`src/rtl/rwalk_pkg.sv`:
```
package rwalk_pkg;
    localparam int ADDR_W   = 64;
    localparam int NLS_W    = 5;
    localparam int PSZ_W    = 7;
    localparam int VLD_BIT  = 63;
    localparam int LEAF_BIT = 62;
    localparam int BASE_HI  = 55;
    localparam int BASE_LO  = 8;
    localparam int RPN_HI   = 55;
    localparam int RPN_LO   = 12;
    localparam int PSF_HI   = 61;
    localparam int PSF_LO   = 56;
    localparam int MIN_NLS  = 5;
    localparam int TAB_SH   = 12;
    localparam int PTE_SZ_SH = 4;

    typedef enum logic [2:0] {
        CZ_NONE     = 3'd0,
        CZ_SEG_INSN = 3'd1,
        CZ_SEG_DATA = 3'd2,
        CZ_NO_ENTRY = 3'd3,
        CZ_BAD_CFG  = 3'd4
    } cause_e;

    typedef enum logic [1:0] {
        ACC_LOAD  = 2'd0,
        ACC_STORE = 2'd1,
        ACC_FETCH = 2'd2
    } acc_e;

    typedef enum logic [2:0] {
        ST_IDLE    = 3'd0,
        ST_TAB_REQ = 3'd1,
        ST_TAB_RSP = 3'd2,
        ST_DIR_REQ = 3'd3,
        ST_DIR_RSP = 3'd4
    } wstate_e;

    typedef struct packed {
        wstate_e             st;
        logic [ADDR_W-1:0]   ea;
        logic [ADDR_W-1:0]   base;
        logic [NLS_W-1:0]    nls;
        logic [PSZ_W-1:0]    psize;
        logic [ADDR_W-1:0]   tab_addr;
        logic                done;
        cause_e              cause;
        logic [ADDR_W-1:0]   raddr;
        logic [ADDR_W-1:0]   pte;
        logic [ADDR_W-1:0]   pte_addr;
    } wregs_t;
endpackage

```
`src/rtl/rw_route.sv`:
```
module rw_route
    import rwalk_pkg::*;
#(
    parameter int PID_W  = 16,
    parameter int TEXP_W = 5
) (
    input  logic [ADDR_W-1:0] ea,
    input  acc_e              kind,
    input  logic              ir_on,
    input  logic              dr_on,
    input  logic [PID_W-1:0]  pid_reg,
    input  logic [TEXP_W-1:0] tab_exp,
    output logic              bypass,
    output logic              seg_fault,
    output cause_e            seg_cause,
    output logic              pid_oob,
    output logic [PID_W-1:0]  pid_sel
);
    logic              xlat_on;
    logic [1:0]        quad;
    logic [ADDR_W-1:0] pid_off;
    logic [ADDR_W-1:0] tab_bytes;
    logic [PSZ_W-1:0]  tab_sh;

    always_comb begin
        xlat_on   = (kind == ACC_FETCH) ? ir_on : dr_on;
        bypass    = !xlat_on;
        quad      = ea[ADDR_W-1:ADDR_W-2];
        seg_fault = xlat_on && ((quad == 2'd1) || (quad == 2'd2));
        seg_cause = (kind == ACC_FETCH) ? CZ_SEG_INSN : CZ_SEG_DATA;
        pid_sel   = (quad == 2'd0) ? pid_reg : '0;
        pid_off   = ADDR_W'(pid_sel) << PTE_SZ_SH;
        tab_sh    = PSZ_W'(tab_exp) + PSZ_W'(TAB_SH);
        tab_bytes = {{(ADDR_W-1){1'b0}}, 1'b1} << tab_sh;
        pid_oob   = (pid_off >= tab_bytes);
    end
endmodule

```
`src/rtl/rw_level.sv`:
```
module rw_level
    import rwalk_pkg::*;
(
    input  logic [ADDR_W-1:0] ea_m,
    input  logic [ADDR_W-1:0] base,
    input  logic [NLS_W-1:0]  nls,
    input  logic [PSZ_W-1:0]  psize,
    output logic [ADDR_W-1:0] ent_addr,
    output logic              bad_cfg,
    output logic [PSZ_W-1:0]  psize_next
);
    logic [PSZ_W-1:0]  nls_w;
    logic [ADDR_W-1:0] idx_mask;
    logic [ADDR_W-1:0] idx;

    always_comb begin
        nls_w      = PSZ_W'(nls);
        bad_cfg    = (nls < NLS_W'(MIN_NLS)) || (nls_w > psize);
        psize_next = psize - nls_w;
        idx_mask   = ({{(ADDR_W-1){1'b0}}, 1'b1} << nls) - ADDR_W'(1);
        idx        = (ea_m >> psize_next) & idx_mask;
        ent_addr   = base + (idx << 3);
    end
endmodule

```
`src/rtl/rw_leaf.sv`:
```
module rw_leaf
    import rwalk_pkg::*;
(
    input  logic [ADDR_W-1:0] ea_m,
    input  logic [ADDR_W-1:0] entry,
    input  logic [PSZ_W-1:0]  psize,
    output logic [ADDR_W-1:0] raddr
);
    localparam logic [ADDR_W-1:0] RPN_MASK =
        ({{(ADDR_W-1){1'b0}}, 1'b1} << (RPN_HI + 1)) - ({{(ADDR_W-1){1'b0}}, 1'b1} << RPN_LO);

    logic [ADDR_W-1:0] pmask;

    always_comb begin
        pmask = ({{(ADDR_W-1){1'b0}}, 1'b1} << psize) - ADDR_W'(1);
        raddr = (entry & RPN_MASK & ~pmask) | (ea_m & pmask);
    end
endmodule

```
`src/rtl/radix_walker.sv`:
```
module radix_walker
    import rwalk_pkg::*;
#(
    parameter int PID_W  = 16,
    parameter int TEXP_W = 5
) (
    input  logic              clk,
    input  logic              rst_n,
    input  logic              req_valid,
    output logic              req_ready,
    input  logic [63:0]       req_ea,
    input  logic [1:0]        req_kind,
    input  logic              req_ir,
    input  logic              req_dr,
    input  logic [PID_W-1:0]  pid_reg,
    input  logic [63:0]       ptab_base,
    input  logic [TEXP_W-1:0] ptab_exp,
    output logic              mem_req_valid,
    input  logic              mem_req_ready,
    output logic [63:0]       mem_req_addr,
    input  logic              mem_rsp_valid,
    input  logic [63:0]       mem_rsp_data,
    output logic              done,
    output logic              done_fault,
    output logic [2:0]        done_cause,
    output logic [63:0]       done_raddr,
    output logic [63:0]       done_pte,
    output logic [63:0]       done_pte_addr,
    output logic [6:0]        done_psize
);
    wregs_t q, d;

    logic              rt_bypass;
    logic              rt_seg;
    cause_e            rt_seg_cause;
    logic              rt_oob;
    logic [PID_W-1:0]  rt_pid;
    logic [ADDR_W-1:0] lv_addr;
    logic              lv_bad;
    logic [PSZ_W-1:0]  lv_psize;
    logic [ADDR_W-1:0] lf_raddr;
    logic [ADDR_W-1:0] tab_root;

    rw_route #(.PID_W(PID_W), .TEXP_W(TEXP_W)) u_route (
        .ea        (req_ea),
        .kind      (acc_e'(req_kind)),
        .ir_on     (req_ir),
        .dr_on     (req_dr),
        .pid_reg   (pid_reg),
        .tab_exp   (ptab_exp),
        .bypass    (rt_bypass),
        .seg_fault (rt_seg),
        .seg_cause (rt_seg_cause),
        .pid_oob   (rt_oob),
        .pid_sel   (rt_pid)
    );

    rw_level u_level (
        .ea_m       (q.ea),
        .base       (q.base),
        .nls        (q.nls),
        .psize      (q.psize),
        .ent_addr   (lv_addr),
        .bad_cfg    (lv_bad),
        .psize_next (lv_psize)
    );

    rw_leaf u_leaf (
        .ea_m  (q.ea),
        .entry (mem_rsp_data),
        .psize (q.psize),
        .raddr (lf_raddr)
    );

    assign tab_root = {ptab_base[ADDR_W-1:TAB_SH], {TAB_SH{1'b0}}};

    always_comb begin
        d      = q;
        d.done = 1'b0;
        unique case (q.st)
            ST_IDLE: begin
                if (req_valid) begin
                    d.ea       = {2'b00, req_ea[ADDR_W-3:0]};
                    d.raddr    = '0;
                    d.pte      = '0;
                    d.pte_addr = '0;
                    d.psize    = '0;
                    d.cause    = CZ_NONE;
                    if (rt_bypass) begin
                        d.done  = 1'b1;
                        d.raddr = {4'b0000, req_ea[ADDR_W-5:0]};
                    end else if (rt_seg) begin
                        d.done  = 1'b1;
                        d.cause = rt_seg_cause;
                    end else if (rt_oob) begin
                        d.done  = 1'b1;
                        d.cause = CZ_NO_ENTRY;
                    end else begin
                        d.tab_addr = tab_root + (ADDR_W'(rt_pid) << PTE_SZ_SH);
                        d.st       = ST_TAB_REQ;
                    end
                end
            end
            ST_TAB_REQ: begin
                if (mem_req_ready) d.st = ST_TAB_RSP;
            end
            ST_TAB_RSP: begin
                if (mem_rsp_valid) begin
                    d.base  = {mem_rsp_data[BASE_HI:BASE_LO], {BASE_LO{1'b0}}} & {{(ADDR_W-BASE_HI-1){1'b0}}, {(BASE_HI+1){1'b1}}};
                    d.nls   = mem_rsp_data[NLS_W-1:0];
                    d.psize = PSZ_W'(mem_rsp_data[PSF_HI:PSF_LO]);
                    d.st    = ST_DIR_REQ;
                end
            end
            ST_DIR_REQ: begin
                if (lv_bad) begin
                    d.done  = 1'b1;
                    d.cause = CZ_BAD_CFG;
                    d.st    = ST_IDLE;
                end else if (mem_req_ready) begin
                    d.pte_addr = lv_addr;
                    d.psize    = lv_psize;
                    d.st       = ST_DIR_RSP;
                end
            end
            ST_DIR_RSP: begin
                if (mem_rsp_valid) begin
                    if (!mem_rsp_data[VLD_BIT]) begin
                        d.done  = 1'b1;
                        d.cause = CZ_NO_ENTRY;
                        d.st    = ST_IDLE;
                    end else if (mem_rsp_data[LEAF_BIT]) begin
                        d.done  = 1'b1;
                        d.raddr = lf_raddr;
                        d.pte   = mem_rsp_data;
                        d.st    = ST_IDLE;
                    end else begin
                        d.base = {{(ADDR_W-BASE_HI-1){1'b0}}, mem_rsp_data[BASE_HI:BASE_LO], {BASE_LO{1'b0}}};
                        d.nls  = mem_rsp_data[NLS_W-1:0];
                        d.st   = ST_DIR_REQ;
                    end
                end
            end
            default: d.st = ST_IDLE;
        endcase
    end

    always_ff @(posedge clk) begin
        if (!rst_n) q <= '0;
        else        q <= d;
    end

    assign req_ready     = (q.st == ST_IDLE);
    assign mem_req_valid = (q.st == ST_TAB_REQ) || ((q.st == ST_DIR_REQ) && !lv_bad);
    assign mem_req_addr  = (q.st == ST_TAB_REQ) ? q.tab_addr : lv_addr;
    assign done          = q.done;
    assign done_cause    = q.cause;
    assign done_fault    = (q.cause != CZ_NONE);
    assign done_raddr    = q.raddr;
    assign done_pte      = q.pte;
    assign done_pte_addr = q.pte_addr;
    assign done_psize    = q.psize;

    AST_REQ_HOLD: assert property (@(posedge clk) disable iff (!rst_n)
        mem_req_valid && !mem_req_ready |=> mem_req_valid && $stable(mem_req_addr));
    AST_REQ_ALIGN: assert property (@(posedge clk) disable iff (!rst_n)
        mem_req_valid |-> (mem_req_addr[2:0] == 3'b000));
    AST_NO_REQ_IDLE: assert property (@(posedge clk) disable iff (!rst_n)
        req_ready |-> !mem_req_valid);
    AST_NO_REQ_WAIT: assert property (@(posedge clk) disable iff (!rst_n)
        mem_rsp_valid |-> !mem_req_valid);
    AST_DONE_PULSE: assert property (@(posedge clk) disable iff (!rst_n)
        done |=> !done);
    AST_READY_AT_DONE: assert property (@(posedge clk) disable iff (!rst_n)
        done |-> req_ready);
    AST_PSIZE_SHRINK: assert property (@(posedge clk) disable iff (!rst_n)
        (q.st == ST_DIR_REQ) && mem_req_valid && mem_req_ready |=> q.psize < $past(q.psize));
endmodule

```
`config.mk`:
```
export PLATFORM = sky130hd
export DESIGN_NAME = radix_walker
export DESIGN_NICKNAME = d
export VERILOG_FILES = /design/src/rtl/rwalk_pkg.sv /design/src/rtl/rw_route.sv /design/src/rtl/rw_level.sv /design/src/rtl/rw_leaf.sv /design/src/rtl/radix_walker.sv
export SDC_FILE = /design/constraint.sdc
export NUM_CORES = 1
export LEC_CHECK = 0
export ABC_CLOCK_PERIOD_IN_PS = 7900
export BUFFER_PORTS_ARGS = -buffer_cell sky130_fd_sc_hd__buf_2
export CAP_MARGIN = 20
export CELL_PAD_IN_SITES_DETAIL_PLACEMENT = 0
export CELL_PAD_IN_SITES_GLOBAL_PLACEMENT = 1
export CORE_AREA = 5 5 302 304
export CTS_CLUSTER_SIZE = 30
export DETAILED_ROUTE_END_ITERATION = 8
export DIE_AREA = 0 0 307 309
export PLACE_DENSITY = 0.58
export RECOVER_POWER = 50
export SLEW_MARGIN = 10
export SYNTH_ARGS = -nofsm -noshare
export SYNTH_HDL_FRONTEND = slang
export SYNTH_SLANG_ARGS = --single-unit
```
`constraint.sdc`:
```
create_clock -name clk -period 7.9 [get_ports clk]
set_input_delay 1.58 -clock clk [delete_from_list [all_inputs] [get_ports clk]]
set_output_delay 1.58 -clock clk [all_outputs]
set_load 0.02 [all_outputs]
```
==> reports/summary.txt <==
Outcome: finished, violations left
Failing checks: capacitance limit, slew limit, setup timing
Startpoint of the worst register-to-register path: done_psize[0]
Wirelength, routed: 121000 um
TritonCTS clock tree: built
Critical Path Max Stage Delay: 0.86 ns
Critical Path End Type: primary output
Via count of the first global-routing pass: 25983
Leading cell types in the layout, fill and taps excluded: 628 x nand2_1, 393 x a21oi_1, 373 x dfxtp_1, 250 x buf_2, 245 x nor2_1
Fmax: 0.125 GHz
Wire length of the first global-routing pass: 177000 um
Most used flip-flop cell after synthesis: dfxtp_1
Die W: 307 um
Largest fanout on the critical path: 8
Yosys cell types: 85
IR drop worst, VDD: 0.187 mV
Post-detailed-route via-to-cell ratio: 5.30
Most common library cell in the layout ignoring fill and taps: nand2_1
Min Clock Period, post-route: 8.01 ns
Cell at the root of the clock tree: clkbuf_16
Final total negative setup slack: -0.431 ns
Initial DRT Pass Iterations: 6
Initial antenna violation count: 15
Total via count in the routed design: 26852
Fraction of final layout cells with drive strength greater than 1: 24.4%
Row cnt: 109
Most numerous cell on the critical path: buf_6
DRC: 0
CTS H-tree depth: 2
Pin count of the biggest net entering global routing: 130
Worst setup timing slack at the placement stage: -0.441 ns
Part of the Yosys area used for sequential elements: 28.7%
Initial core utilization: 29.7%
Max-Slew Margin vs Limit: -165%
Final net count: 4153
Critical-path top delay cell: fa_4
Post-route core utilization: 37.5%
Overall power of the completed layout: 6.08 mW
Type of the most critical hold path: flop to flop
Detailed placement HPWL: 93000 um
P&R area growth vs syn: 26.2%
Count of routing violations after the opening detailed-route iteration: 2170
Setup Skew: 0.0328 ns
Wire length per cell: 24.0 um
Endpoint of the worst register-to-register path: done_pte_addr[32]
Share of flip-flops with an asynchronous set or reset: 0%
Clock-pin transition on the worst setup and hold timing paths: 0.06 ns
Post-route worst setup slack: -0.112 ns
Required time of the critical path: 6.32 ns
Placer Congestion: 0.924
Depth of the worst register-to-register path: 32
Final Max Tran Viols: 177
Post-Syn Area: 26100 sq um
Leak pwr: 13.0 nW
Setup slack, reg-to-reg: 1.93 ns
Worst EP arrival: 6.43 ns
Worst skew pair latency: 0.62 ns
Count of port buffers added during placement: 471
Number of synthesized register bits: 375
Number of synthesized flops with an enable pin: 0
GRT Total Usage: 24.2%
P per Cell Area: 185 nW/um^2
Hold worst-path end: done_pte[41]
Hold Path Stages: 2
# Max-Cap Violations: 3
Count of clock tree sinks: 375
Cell count after synthesis: 3511
YS warnings: 0
Final-report hold violation count: 0
Category of the critical setup timing path: flop to primary output
Bufs on Longest Clock Path: 3
RSZ-0062 raised after global routing: true
Vertical die dimension: 309 um
Mean post-synth cell area: 7.44 sq um
Count of final setup violators: 8
Clock buffers created by TritonCTS: 49
Transition at the pin with the smallest max-transition slack: 3.98 ns
Total congestion overflow after global routing: 0
Setup crit start kind: flop
I/O pin cnt: 492
Post-route fraction of the period consumed by the critical path: 101%
Placeable core region: 88000 sq um
Antenna Violating Nets Remaining: 0
Die Outline Area: 94900 sq um
Launch instance of the worst min-delay path: done_pte[41]
## cell type report
cell class,instances,area (sq um)
timing repair buffer,737,4490
antenna,11,27.5
tap,1165,1460
clock inverter,20,333
inverter,40,158
fill,9585,55000
sequential,375,7510
multi-input combinational,2644,17500
clock buffer,71,1480
## synth_stat cells, drive strengths merged, types with 7 or more instances
cell type / instances / area share [%]
xor2: 44 / 1.5
nor3b: 7 / 0.20
ha: 81 / 3.9
and4: 8 / 0.27
o21a: 15 / 0.43
a22o: 27 / 0.91
xnor2: 56 / 1.9
mux4: 38 / 3.3
a21oi: 440 / 8.4
and2: 32 / 0.77
o31ai: 7 / 0.20
nand2b: 20 / 0.48
and3: 33 / 0.79
or3: 8 / 0.19
a21o: 38 / 1.1
a22oi: 30 / 0.86
a31oi: 15 / 0.36
nand3: 119 / 2.3
inv: 39 / 0.56
or2: 7 / 0.17
dfxtp: 375 / 29
mux2: 38 / 1.6
o21ai: 194 / 3.7
nand2: 640 / 9.2
a32oi: 17 / 0.57
a211oi: 78 / 2.3
a221oi: 25 / 0.84
a2111oi: 12 / 0.47
o21bai: 7 / 0.20
o211ai: 22 / 0.63
nor3: 62 / 1.2
nor4: 14 / 0.38
nand4: 39 / 0.96
a311oi: 9 / 0.30
nor2: 255 / 3.7
buf: 255 / 6.8
clkbuf: 218 / 3.1
nor2b: 23 / 0.55
mux2i: 86 / 3.3
## cells by family after synthesis
family / after synthesis / share of synthesized area, %
AOI/OAI and AO/OA: 991 / 23.3
xor gates and xnor gates: 100 / 3.35
adders and majority gates: 84 / 4.11
buffers and inverters: 513 / 10.6
DFF: 375 / 28.7
muxes: 162 / 8.21
other: 1 / 0.0144
and+or+nand+nor: 1285 / 21.7
## how the worst max path moves through the flow
stage | start | end | slack [ns] | cells past startpoint
2_1_floorplan | done_psize[0] | mem_req_addr[52] | 0.54 | 26
3_3_place_gp | q[267] | mem_req_addr[44] | -0.45 | 28
3_5_place_dp | q[267] | mem_req_addr[44] | -0.44 | 28
4_1_cts | done_psize[0] | mem_req_addr[46] | -0.13 | 27
5_1_grt | done_psize[0] | mem_req_addr[46] | -0.29 | 27
6_report | done_psize[0] | mem_req_addr[46] | -0.11 | 27
## report_power, final
part / total (mW) / internal [mW] / switching (mW) / leakage, nW
sequential: 2.07 / 1.98 / 0.0906 / 3.05
clock: 2.51 / 1.54 / 0.972 / 0.893
combinational: 1.51 / 0.558 / 0.951 / 9.08
total: 6.08 / 4.07 / 2.01 / 13.0
## layer usage
layer | part of all wire [%] | track usage, %
met1 | 46 | 33.9
met2 | 46 | 39.4
met3 | 6.3 | 4.42
met4 | 2.3 | 5.30
met5 | 0.045 | 0
## through the flow
stage | area (sq um) | instances | hold WS, ns
final | 33000 | 5063 | 0.449
after global routing | 32900 | 5054 | 0.461
after CTS | 32300 | 5028 | 0.450
after detailed placement | 29200 | 4904 | 0.437
after global placement | 29200 | 4904 | 0.431
after floorplan | 26200 | 3532 | 0.426
## what timing repair did
action,CTS,global route
gates resized for setup,220,153
cloned,2,0
buffers inserted,37,25
pin swaps,78,67
endpoints found under the setup margin,43,37
hold buffers,0,0
## worst max-delay path, delay by kind of cell, from the launching register on
kind	cells	cell delay, ns
compound gates	7	1.18
xor+xnor	1	0.16
fa+ha+maj	3	1.34
buf+inv	8	0.97
flops	1	0.32
mux	3	1.05
simple gates	5	0.80
## state kept, by name, summed over array words and instances (netlist names)
signal,flops
q,178
done_pte,63
done_raddr,62
done_psize,7
done_cause,3
done,1
done_pte_addr,61
(Power assumes the default switching activity.)
